<file path="config.mk">
export PLATFORM = sky130hd
export DESIGN_NAME = wdog_keyed_top
export DESIGN_NICKNAME = d
export VERILOG_FILES = /design/src/rtl/wdog_keyed_pkg.sv /design/src/rtl/wdog_key_seq.sv /design/src/rtl/wdog_prescale.sv /design/src/rtl/wdog_counter.sv /design/src/rtl/wdog_keyed_top.sv
export SDC_FILE = /design/constraint.sdc
export NUM_CORES = 1
export LEC_CHECK = 0
export CAP_MARGIN = 20
export CORE_ASPECT_RATIO = 1.75
export CORE_MARGIN = 5
export CORE_UTILIZATION = 33
export CTS_CLUSTER_SIZE = 12
export DETAILED_ROUTE_END_ITERATION = 16
export GPL_ROUTABILITY_DRIVEN = 0
export PLACE_DENSITY = 0.53
export SETUP_SLACK_MARGIN = 0.05
export SLEW_MARGIN = 25
export SYNTH_ARGS = -nofsm -noshare
export SYNTH_HDL_FRONTEND = slang
export SYNTH_SLANG_ARGS = --single-unit
</file>
<file path="constraint.sdc">
create_clock -name clk -period 3.13 [get_ports clk]
set_input_delay 0.313 -clock clk [delete_from_list [all_inputs] [get_ports clk]]
set_output_delay 0.313 -clock clk [all_outputs]
set_load 0.02 [all_outputs]
</file>
<file path="src/rtl/wdog_keyed_pkg.sv">
package wdog_keyed_pkg;

    localparam int DATA_W = 32;
    localparam int ADDR_W = 8;
    localparam int EXP_W  = 3;
    localparam int DIV_W  = (1 << EXP_W) - 1;

    localparam logic [ADDR_W-1:0] OFF_CTRL  = 8'h00;
    localparam logic [ADDR_W-1:0] OFF_COUNT = 8'h04;
    localparam logic [ADDR_W-1:0] OFF_LOAD  = 8'h08;
    localparam logic [ADDR_W-1:0] OFF_KEY   = 8'h0C;

    localparam logic [DATA_W-1:0] KEY_ARM_START = 32'h0000_BBBB;
    localparam logic [DATA_W-1:0] KEY_FIRE_START = 32'h0000_4444;
    localparam logic [DATA_W-1:0] KEY_ARM_STOP  = 32'h0000_AAAA;
    localparam logic [DATA_W-1:0] KEY_FIRE_STOP = 32'h0000_5555;
    localparam logic [DATA_W-1:0] KEY_RESET_VAL = KEY_FIRE_STOP;

    localparam int CTRL_EXP_LSB = 2;
    localparam int CTRL_EN_BIT  = 5;

    typedef enum logic [1:0] {
        KS_IDLE,
        KS_ARMED_START,
        KS_ARMED_STOP
    } key_state_t;

    typedef enum logic [2:0] {
        SEL_CTRL,
        SEL_COUNT,
        SEL_LOAD,
        SEL_KEY,
        SEL_NONE
    } reg_sel_t;

    typedef struct packed {
        logic             pre_en;
        logic [EXP_W-1:0] pre_exp;
    } ctrl_t;

    function automatic reg_sel_t decode_addr(input logic [ADDR_W-1:0] a);
        case (a)
            OFF_CTRL:  return SEL_CTRL;
            OFF_COUNT: return SEL_COUNT;
            OFF_LOAD:  return SEL_LOAD;
            OFF_KEY:   return SEL_KEY;
            default:   return SEL_NONE;
        endcase
    endfunction

    function automatic ctrl_t ctrl_from_word(input logic [DATA_W-1:0] w);
        ctrl_t c;
        c.pre_en  = w[CTRL_EN_BIT];
        c.pre_exp = w[CTRL_EXP_LSB +: EXP_W];
        return c;
    endfunction

    function automatic logic [DATA_W-1:0] ctrl_to_word(input ctrl_t c);
        logic [DATA_W-1:0] w;
        w = '0;
        w[CTRL_EN_BIT] = c.pre_en;
        w[CTRL_EXP_LSB +: EXP_W] = c.pre_exp;
        return w;
    endfunction

endpackage

</file>
<file path="src/rtl/wdog_key_seq.sv">
module wdog_key_seq
    import wdog_keyed_pkg::*;
(
    input  logic              clk,
    input  logic              rst,
    input  logic              key_we,
    input  logic [DATA_W-1:0] key_wdata,
    output logic              run_o,
    output logic [DATA_W-1:0] key_q_o
);

    key_state_t        state_q;
    logic              run_q;
    logic [DATA_W-1:0] key_q;

    always_ff @(posedge clk) begin
        if (rst) begin
            state_q <= KS_IDLE;
            run_q   <= 1'b0;
            key_q   <= KEY_RESET_VAL;
        end else if (key_we) begin
            key_q <= key_wdata;
            if (key_wdata == KEY_ARM_START) begin
                state_q <= KS_ARMED_START;
            end else if (key_wdata == KEY_ARM_STOP) begin
                state_q <= KS_ARMED_STOP;
            end else begin
                state_q <= KS_IDLE;
                if (state_q == KS_ARMED_START && key_wdata == KEY_FIRE_START)
                    run_q <= 1'b1;
                else if (state_q == KS_ARMED_STOP && key_wdata == KEY_FIRE_STOP)
                    run_q <= 1'b0;
            end
        end
    end

    assign run_o   = run_q;
    assign key_q_o = key_q;

    // a start only ever follows a closing start key write
    assert_start_by_key_R1: assert property (@(posedge clk) disable iff (rst)
        $rose(run_q) |-> $past(key_we && key_wdata == KEY_FIRE_START));

    // a stop only ever follows a closing stop key write
    assert_stop_by_key_R2: assert property (@(posedge clk) disable iff (rst)
        $fell(run_q) |-> $past(key_we && key_wdata == KEY_FIRE_STOP));

    // without a key write the run state holds
    assert_run_hold_R3: assert property (@(posedge clk) disable iff (rst)
        !key_we |=> $stable(run_q));

    // key readback follows the written value
    assert_key_readback_R4: assert property (@(posedge clk) disable iff (rst)
        key_we |=> key_q == $past(key_wdata));

endmodule

</file>
<file path="src/rtl/wdog_prescale.sv">
module wdog_prescale
    import wdog_keyed_pkg::*;
(
    input  logic  clk,
    input  logic  rst,
    input  logic  run,
    input  logic  tick,
    input  ctrl_t cfg,
    output logic  step_o
);

    logic [DIV_W-1:0] phase_q;
    logic [DIV_W-1:0] mask;
    logic             wrap;

    always_comb begin
        for (int i = 0; i < DIV_W; i++)
            mask[i] = (i < int'(cfg.pre_exp));
    end

    assign wrap   = ((phase_q & mask) == mask);
    assign step_o = run && tick && (!cfg.pre_en || wrap);

    always_ff @(posedge clk) begin
        if (rst || !run) begin
            phase_q <= '0;
        end else if (tick) begin
            if (!cfg.pre_en || wrap)
                phase_q <= '0;
            else
                phase_q <= phase_q + 1'b1;
        end
    end

    // the divider phase is parked at zero while stopped
    assert_phase_park_R5: assert property (@(posedge clk) disable iff (rst)
        !run |=> phase_q == '0);

    // no step without a tick
    assert_step_needs_tick_R5: assert property (@(posedge clk) disable iff (rst)
        step_o |-> tick && run);

endmodule

</file>
<file path="src/rtl/wdog_counter.sv">
module wdog_counter
    import wdog_keyed_pkg::*;
(
    input  logic              clk,
    input  logic              rst,
    input  logic              step,
    input  logic              wr_en,
    input  logic [DATA_W-1:0] wr_data,
    input  logic [DATA_W-1:0] load_val,
    output logic [DATA_W-1:0] count_o,
    output logic              timeout_o
);

    logic [DATA_W-1:0] count_q;
    logic              timeout_q;
    logic              at_top;

    assign at_top = (count_q == {DATA_W{1'b1}});

    always_ff @(posedge clk) begin
        if (rst) begin
            count_q   <= '0;
            timeout_q <= 1'b0;
        end else begin
            timeout_q <= 1'b0;
            if (wr_en) begin
                count_q <= wr_data;
            end else if (step) begin
                if (at_top) begin
                    count_q   <= load_val;
                    timeout_q <= 1'b1;
                end else begin
                    count_q <= count_q + 1'b1;
                end
            end
        end
    end

    assign count_o   = count_q;
    assign timeout_o = timeout_q;

    // without a step or a write the count is frozen
    assert_count_frozen_R6: assert property (@(posedge clk) disable iff (rst)
        !step && !wr_en |=> count_q == $past(count_q));

    // a timeout only ever follows a count of all ones
    assert_timeout_from_top_R8: assert property (@(posedge clk) disable iff (rst)
        timeout_q |-> $past(count_q) == {DATA_W{1'b1}} && $past(step));

endmodule

</file>
<file path="src/rtl/wdog_keyed_top.sv">
module wdog_keyed_top
    import wdog_keyed_pkg::*;
(
    input  logic              clk,
    input  logic              rst,
    input  logic [ADDR_W-1:0] bus_addr,
    input  logic [DATA_W-1:0] bus_wdata,
    input  logic              bus_we,
    input  logic              bus_re,
    output logic [DATA_W-1:0] bus_rdata,
    output logic              bus_err,
    input  logic              tick_32k,
    output logic              wdt_rst_o
);

    reg_sel_t          sel;
    ctrl_t             ctrl_q;
    logic [DATA_W-1:0] load_q;
    logic [DATA_W-1:0] count_w;
    logic [DATA_W-1:0] key_w;
    logic              run_w;
    logic              step_w;
    logic              ctrl_we, count_we, load_we, key_we;
    logic [DATA_W-1:0] rdata_q;
    logic              err_q;
    logic [DATA_W-1:0] rd_mux;

    assign sel      = decode_addr(bus_addr);
    assign ctrl_we  = bus_we && sel == SEL_CTRL;
    assign count_we = bus_we && sel == SEL_COUNT;
    assign load_we  = bus_we && sel == SEL_LOAD;
    assign key_we   = bus_we && sel == SEL_KEY;

    wdog_key_seq u_keys (
        .clk       (clk),
        .rst       (rst),
        .key_we    (key_we),
        .key_wdata (bus_wdata),
        .run_o     (run_w),
        .key_q_o   (key_w)
    );

    wdog_prescale u_pre (
        .clk    (clk),
        .rst    (rst),
        .run    (run_w),
        .tick   (tick_32k),
        .cfg    (ctrl_q),
        .step_o (step_w)
    );

    wdog_counter u_cnt (
        .clk       (clk),
        .rst       (rst),
        .step      (step_w),
        .wr_en     (count_we),
        .wr_data   (bus_wdata),
        .load_val  (load_q),
        .count_o   (count_w),
        .timeout_o (wdt_rst_o)
    );

    always_ff @(posedge clk) begin
        if (rst) begin
            ctrl_q <= '0;
            load_q <= '0;
        end else begin
            if (ctrl_we && !run_w)
                ctrl_q <= ctrl_from_word(bus_wdata);
            if (load_we)
                load_q <= bus_wdata;
        end
    end

    always_comb begin
        case (sel)
            SEL_CTRL:  rd_mux = ctrl_to_word(ctrl_q);
            SEL_COUNT: rd_mux = count_w;
            SEL_LOAD:  rd_mux = load_q;
            SEL_KEY:   rd_mux = key_w;
            default:   rd_mux = '0;
        endcase
    end

    always_ff @(posedge clk) begin
        if (rst) begin
            rdata_q <= '0;
            err_q   <= 1'b0;
        end else begin
            err_q <= (bus_we || bus_re) && sel == SEL_NONE;
            if (bus_re)
                rdata_q <= rd_mux;
        end
    end

    assign bus_rdata = rdata_q;
    assign bus_err   = err_q;

    // control is frozen across a write attempted while running
    assert_ctrl_locked_R7: assert property (@(posedge clk) disable iff (rst)
        run_w && ctrl_we |=> ctrl_q == $past(ctrl_q));

    // an error after a read comes with zero read data
    assert_err_zero_data_R9: assert property (@(posedge clk) disable iff (rst)
        bus_err && $past(bus_re) |-> bus_rdata == '0);

    // the error flag never follows an idle bus cycle
    assert_err_needs_access_R9: assert property (@(posedge clk) disable iff (rst)
        bus_err |-> $past(bus_we || bus_re));

endmodule

</file>
**Yosys cells after proc, flatten, opt, wreduce, memory -nomap -nowiden**

Cells that the tools add are included.

- Add/sub/neg operators: 2
- Order comparisons: 7
- Eq/ne operators: 15
- Multiplexer cells: 11
- Bitwise gates (word level): 4
- Reduce and logical (&&, ||, !) cells: 21

Operator list:

| kind | count |
|---|---|
| 32-bit case mux with 4 select lines | 1 |
| 32-bit two-way mux | 3 |
| 32-bit by 15-bit equality test with 1-bit output (second input constant) | 2 |
| 32-bit by 16-bit equality test with 1-bit output (second input constant) | 2 |
| 32-bit by 1-bit adder with 32-bit output (second input constant) | 1 |
| 32-bit equality test (second input constant) | 1 |
| 8-bit by 4-bit equality test with 1-bit output (second input constant) | 2 |
| 3-bit case mux with 4 select lines | 1 |
| 1-bit logical AND | 10 |
| 3-bit less-than comparator (first input constant) | 3 |
| 8-bit by 3-bit equality test with 1-bit output (second input constant) | 1 |
| 8-bit zero test | 1 |
| 7-bit by 1-bit adder with 7-bit output (second input constant) | 1 |
| 7-bit AND | 1 |
| 7-bit equality test | 1 |
| 7-bit two-way mux | 1 |
| 3-bit by 2-bit equality test with 1-bit output (second input constant) | 2 |
| 1-bit by 3-bit less-than comparator with 1-bit output (first input constant) | 2 |
| 2-bit by 3-bit less-than comparator with 1-bit output (first input constant) | 2 |
| 2-bit two-way mux | 2 |
| 4-bit AND reduction | 1 |
| 2-bit nonzero test | 2 |
| 3-bit by 1-bit equality test with 1-bit output (second input constant) | 1 |
| 3-bit equality test (second input constant) | 1 |
| 8 further kinds | 15 |

- Register bits: 144
- Input port bits: 45
- Output and inout bits: 34
- Word-level logic and storage cells: 71

**Longest topological paths before layout**

- Depth in word-level cells: 7
- Depth in mapped cells: 8
- Gate-level depth less buffers: 7

**Hierarchy**

From an unflattened synthesis, not the netlist that was laid out.

- Cell total of the unflattened synthesis: 853
- Area, all modules: 7739.9 um^2

By module, submodules not included:

| module | instances | cells each | area an instance (um^2) | sequential area each (um^2) |
|---|---|---|---|---|
| wdog_keyed_top | 1 | 352 | 3523.4 | 1381.3 |
| wdog_counter | 1 | 319 | 2419.8 | 660.6 |
| wdog_key_seq | 1 | 136 | 1410.1 | 700.7 |
| wdog_prescale | 1 | 46 | 386.6 | 140.1 |

**Worst setup path before layout**

Ideal clock, no wire load.

- Kind: reg2reg
- Start point: register u_cnt.count_q[0], in the netlist u_cnt.count_o[0]
- End point: register u_cnt.count_q[29], in the netlist u_cnt.count_o[29]
- Setup time: 79 ps
- Data arrival time: 2120 ps
- Required time: 3051 ps
- Setup slack: 931 ps
- Stages on the path, launching flop included: 8
- Buffers on the path: 1
- Clock period less this slack: 2199 ps
- Cells stage by stage: dfxtp_1 ha_1 and4_1 nand4_1 or4b_4 buf_6 a211o_1 a211oi_2

- Word-level cells in the longest chain between the ends: 4
- Elaborated cells between the ends (all ways): 5
- Those cells by class: add/sub: 1; eq/ne: 1; mux: 3

Ends and longest elaborated chain:

| element | line | RTL |
|---|---|---|
| start, declared | wdog_counter.sv:14 | `logic [DATA_W-1:0] count_q;` |
| start signal, assigned | wdog_counter.sv:27 | `count_q <= wr_data;` |
| start signal, assigned | wdog_counter.sv:30 | `count_q <= load_val;` |
| start signal, assigned | wdog_counter.sv:33 | `count_q <= count_q + 1'b1;` |
| 32-bit by 1-bit adder with 32-bit output / 32-bit equality test (equally long branches) | wdog_counter.sv:33, wdog_counter.sv:18 |  |
| 32-bit two-way mux (*) | wdog_counter.sv:29 | `if (at_top) begin` |
| 32-bit two-way mux (*) | wdog_counter.sv:28 | `end else if (step) begin` |
| 32-bit two-way mux (*) | wdog_counter.sv:26 | `if (wr_en) begin` |

Every way passes the cells marked *; elsewhere a longest branch is shown, timed or not. The select of a mux whose other input is x is not followed.
A chain may end at the register's enable or synchronous reset.

**Final worst setup path**

- Start point: register u_cnt.count_q[11], in the netlist u_cnt.count_o[11]
- End point: register u_cnt.count_q[25], in the netlist u_cnt.count_o[25]

The elaborated chain is that of the path after synthesis.

==> metrics.md <==
| Metric | Value |
|---|---|
| Total negative setup slack | 0 ns |
| Yosys warning total | 0 |
| Max Cap Viol | 0 |
| CTS Root Cell | clkbuf_16 |
| Post-CTS Setup Repair Bufs | 0 |
| Avg WL per Cell | 19.51 um |
| Cell Area, Synth | 7356 um^2 |
| Vias | 6737 |
| # IOs | 79 |
| Slew @ Worst Pin | 0.6950 ns |
| Setup crit start kind | register |
| TritonCTS Buffers | 17 |
| Iteration-0 DRC Markers | 416 |
| Ys async rst share | 0 |
| Total Routing Usage GR | 0.1923 |
| Port Buffer Count | 78 |
| Die ar. | 25490 um^2 |
| Post-route ant nets | 0 |
| Commonest non-fill, non-tap cell in the layout | dfxtp_1 |
| GRT overflow | 0 |
| Final wirelength | 24.21 mm |
| Top_reg_cell synth | dfxtp_1 |
| Setup-failing EPs final | 0 |
| First-pass GRT wire length | 38.18 mm |
| Fill cell count | 2245 |
| Starting Density | 0.3333 |
| WS Path Type | register to register |
| FMAX | 0.3767 GHz |
| Crit end category | register |
| Comb pwr share | 0.050 |
| Synth unique cells | 70 |
| P per Cell Area | 469.3 nW/um^2 |
| Tmin final | 2.654 ns |
| Layout cells sized above 1 | 0.1143 |
| Seq/Total Area, Yosys | 0.3919 |
| CTS Sinks | 144 |
| Outcome | complete, no violations |
| Arr. time, crit path | 2.99 ns |
| H-tree levels | 4 |
| Worst Setup SP | u_cnt.count_o[11] |
| #FFs+latches synth | 144 |
| Slew Limit Headroom | 0.5366 |
| Worst reg2reg path depth | 6 |
| CTS tree | done |
| Synthesized area per cell | 8.426 um^2 |
| CTS resizes | 0 |
| Hold Violations, Final | 0 |
| Gate Count Post-Synth | 873 |
| R2R Path Start | u_cnt.count_o[11] |
| Leak | 3.492 nW |
| Flop pwr share | 0.433 |
| CP Data Required Time | 3.46 ns |
| Inst Count DP | 1209 |
| Critical path fanouts, max | 8 |
| Max Slew Vio Count | 0 |
| Row count | 72 |
| Pin count of the biggest net entering global routing | 63 |
| Peak supply drop | 0.2432 mV |
| Post-synth EDFFs | 0 |
| Worst skew pair latency | 0.43 ns |
| Post-DR vias/cell | 5.429 |
| Most frequent cells in the layout | dfxtp_1 (144), nor2_1 (119), nand2_1 (110), a21oi_1 (80), clkdlybuf4s50_1 (76) |
| CTS Buffer Depth | 2 |
| Drt first pass iters | 5 |
| Final std cells w/o fill | 1241 |
| Critical path endpoint | u_cnt.count_o[25] |
| Area grow syn2layout | 22.98% |
| Hold Crit Class | primary input to register |
| Antenna cells | 0 |
| Initial antenna violation count | 0 |
| Clock transition at path regs | 0.06 ns |
| Die H | 207.5 um |
| Setup Skew | 0.008536 ns |
| Width of the die | 122.9 um |
| DP Wirelength | 16.98 mm |
| Cell-internal power | 3.274 mW |
| Worst R2R End | u_cnt.count_o[25] |
| Sw Ratio | 0.2287 |
| Vias in the first global route | 6731 |
| Core Area | 22070 um^2 |
| R2R setup slack | 0.48 ns |
| Sw power | 0.9709 mW |
| Final #Nets | 979 |
| Residual DRC | 0 |
| Net Count, Synth | 920 |
| Clock network power share | 0.517 |
| RSZ-0062 raised after global routing | no |
| Quantity of hold-fixing buffers added after cts | 0 |
| Fin crit share | 0.8481 |
-- sequential cells by signal, indices dropped and copies added, names as in the netlist --
| register | flops |
|---|---|
| bus_err | 1 |
| bus_rdata | 32 |
| ctrl_q | 4 |
| load_q | 32 |
| u_cnt.count_o | 32 |
| u_cnt.timeout_o | 1 |
| u_keys.key_q_o | 32 |
| u_keys.run_o | 1 |
| u_keys.state_q | 2 |
| u_pre.phase_q | 7 |
-- final cells by class --
class                   count  area, um^2  area share
multi-input cells         656        4154      0.4592
clock inverters            13       186.4     0.02061
clock buffers              19       442.9     0.04896
repair buffers            106       983.4      0.1087
flip-flops and latches    144        2883      0.3187
inverters                   7       26.28    0.002905
well taps                 296       370.4     0.04094
-- logic make-up after synthesis --
| kind of cell | count (synthesis) | synth area share |
|---|---|---|
| compound gates | 185 | 0.1682 |
| xor+xnor | 15 | 0.01786 |
| fa+ha+maj | 2 | 0.003401 |
| buf+inv | 73 | 0.04372 |
| flops | 144 | 0.3919 |
| mux | 71 | 0.1084 |
| simple gates | 383 | 0.2665 |
-- power by group through the flow --
stage	sequential [mW]	combinational, mW	clock (mW)
floorplan	1.88	0.0856	0
global placement	1.88	0.215	0
detailed placement	1.88	0.214	0
CTS	1.84	0.214	2.23
global route	1.84	0.225	2.31
finish	1.84	0.212	2.20
-- cell usage after synthesis, types with 8 or more instances --
master	count	share of area
nand3_1	17	0.012
nor2_1	119	0.061
a21oi_1	80	0.054
nor2b_1	36	0.031
clkbuf_1	45	0.023
nand2_1	110	0.056
mux2i_1	41	0.056
o21ai_0	14	0.0095
nand3b_1	10	0.010
mux2_2	26	0.040
xor2_1	8	0.0095
nand4_1	25	0.021
a211oi_1	12	0.012
and3_1	8	0.0068
dfxtp_1	144	0.39
a211o_1	8	0.0095
nor3_1	10	0.0068
a22o_1	28	0.033
nor4_1	11	0.0094
-- worst min path at each step --
stage | from | endpoint | slack [ns] | cells past startpoint
2_1_floorplan | bus_wdata[10] | u_cnt.count_o[10] | 0.42 | 2
3_3_place_gp | u_keys.key_q_o[27] | u_keys.key_q_o[27] | 0.44 | 2
3_5_place_dp | u_keys.key_q_o[26] | u_keys.key_q_o[26] | 0.45 | 2
4_1_cts | rst | load_q[31] | 0.29 | 2
5_1_grt | rst | load_q[20] | 0.32 | 2
6_report | rst | load_q[31] | 0.30 | 2
-- worst max-delay path, stage by stage (launching register included) --
cell	delay (ns)
dfxtp_1	0.51
nand4_2	0.39
nor4_4	0.72
nand4_1	0.22
xor2_1	0.19
a211o_1	0.30
a211oi_1	0.23
-- routing by layer --
| metal | track usage | share of wire | vias up |
|---|---|---|---|
| met5 | 0 | 0 | - |
| met1 | 0.2105 | 0.39 | 3301 |
| li1 | - | - | 3254 |
| met3 | 0.02345 | 0.027 | 38 |
| met2 | 0.3614 | 0.55 | 144 |
| met4 | 0.08121 | 0.027 | 0 |
-- metrics by stage --
stage	setup WS, ns	total power, mW	hold slack (ns)	instance area (um^2)	utilization
after floorplan	0.9309	1.965	0.4215	7356	-
after global placement	0.5508	2.093	0.4400	8417	0.3813
after detailed placement	0.5213	2.092	0.4451	8417	0.3813
after CTS	0.4728	4.285	0.2915	9046	0.4099
after global routing	0.3461	4.367	0.3213	9046	0.4099
final	0.4756	4.245	0.2990	9046	0.4099
No activity file was read; power rests on OpenSTA's default activity.
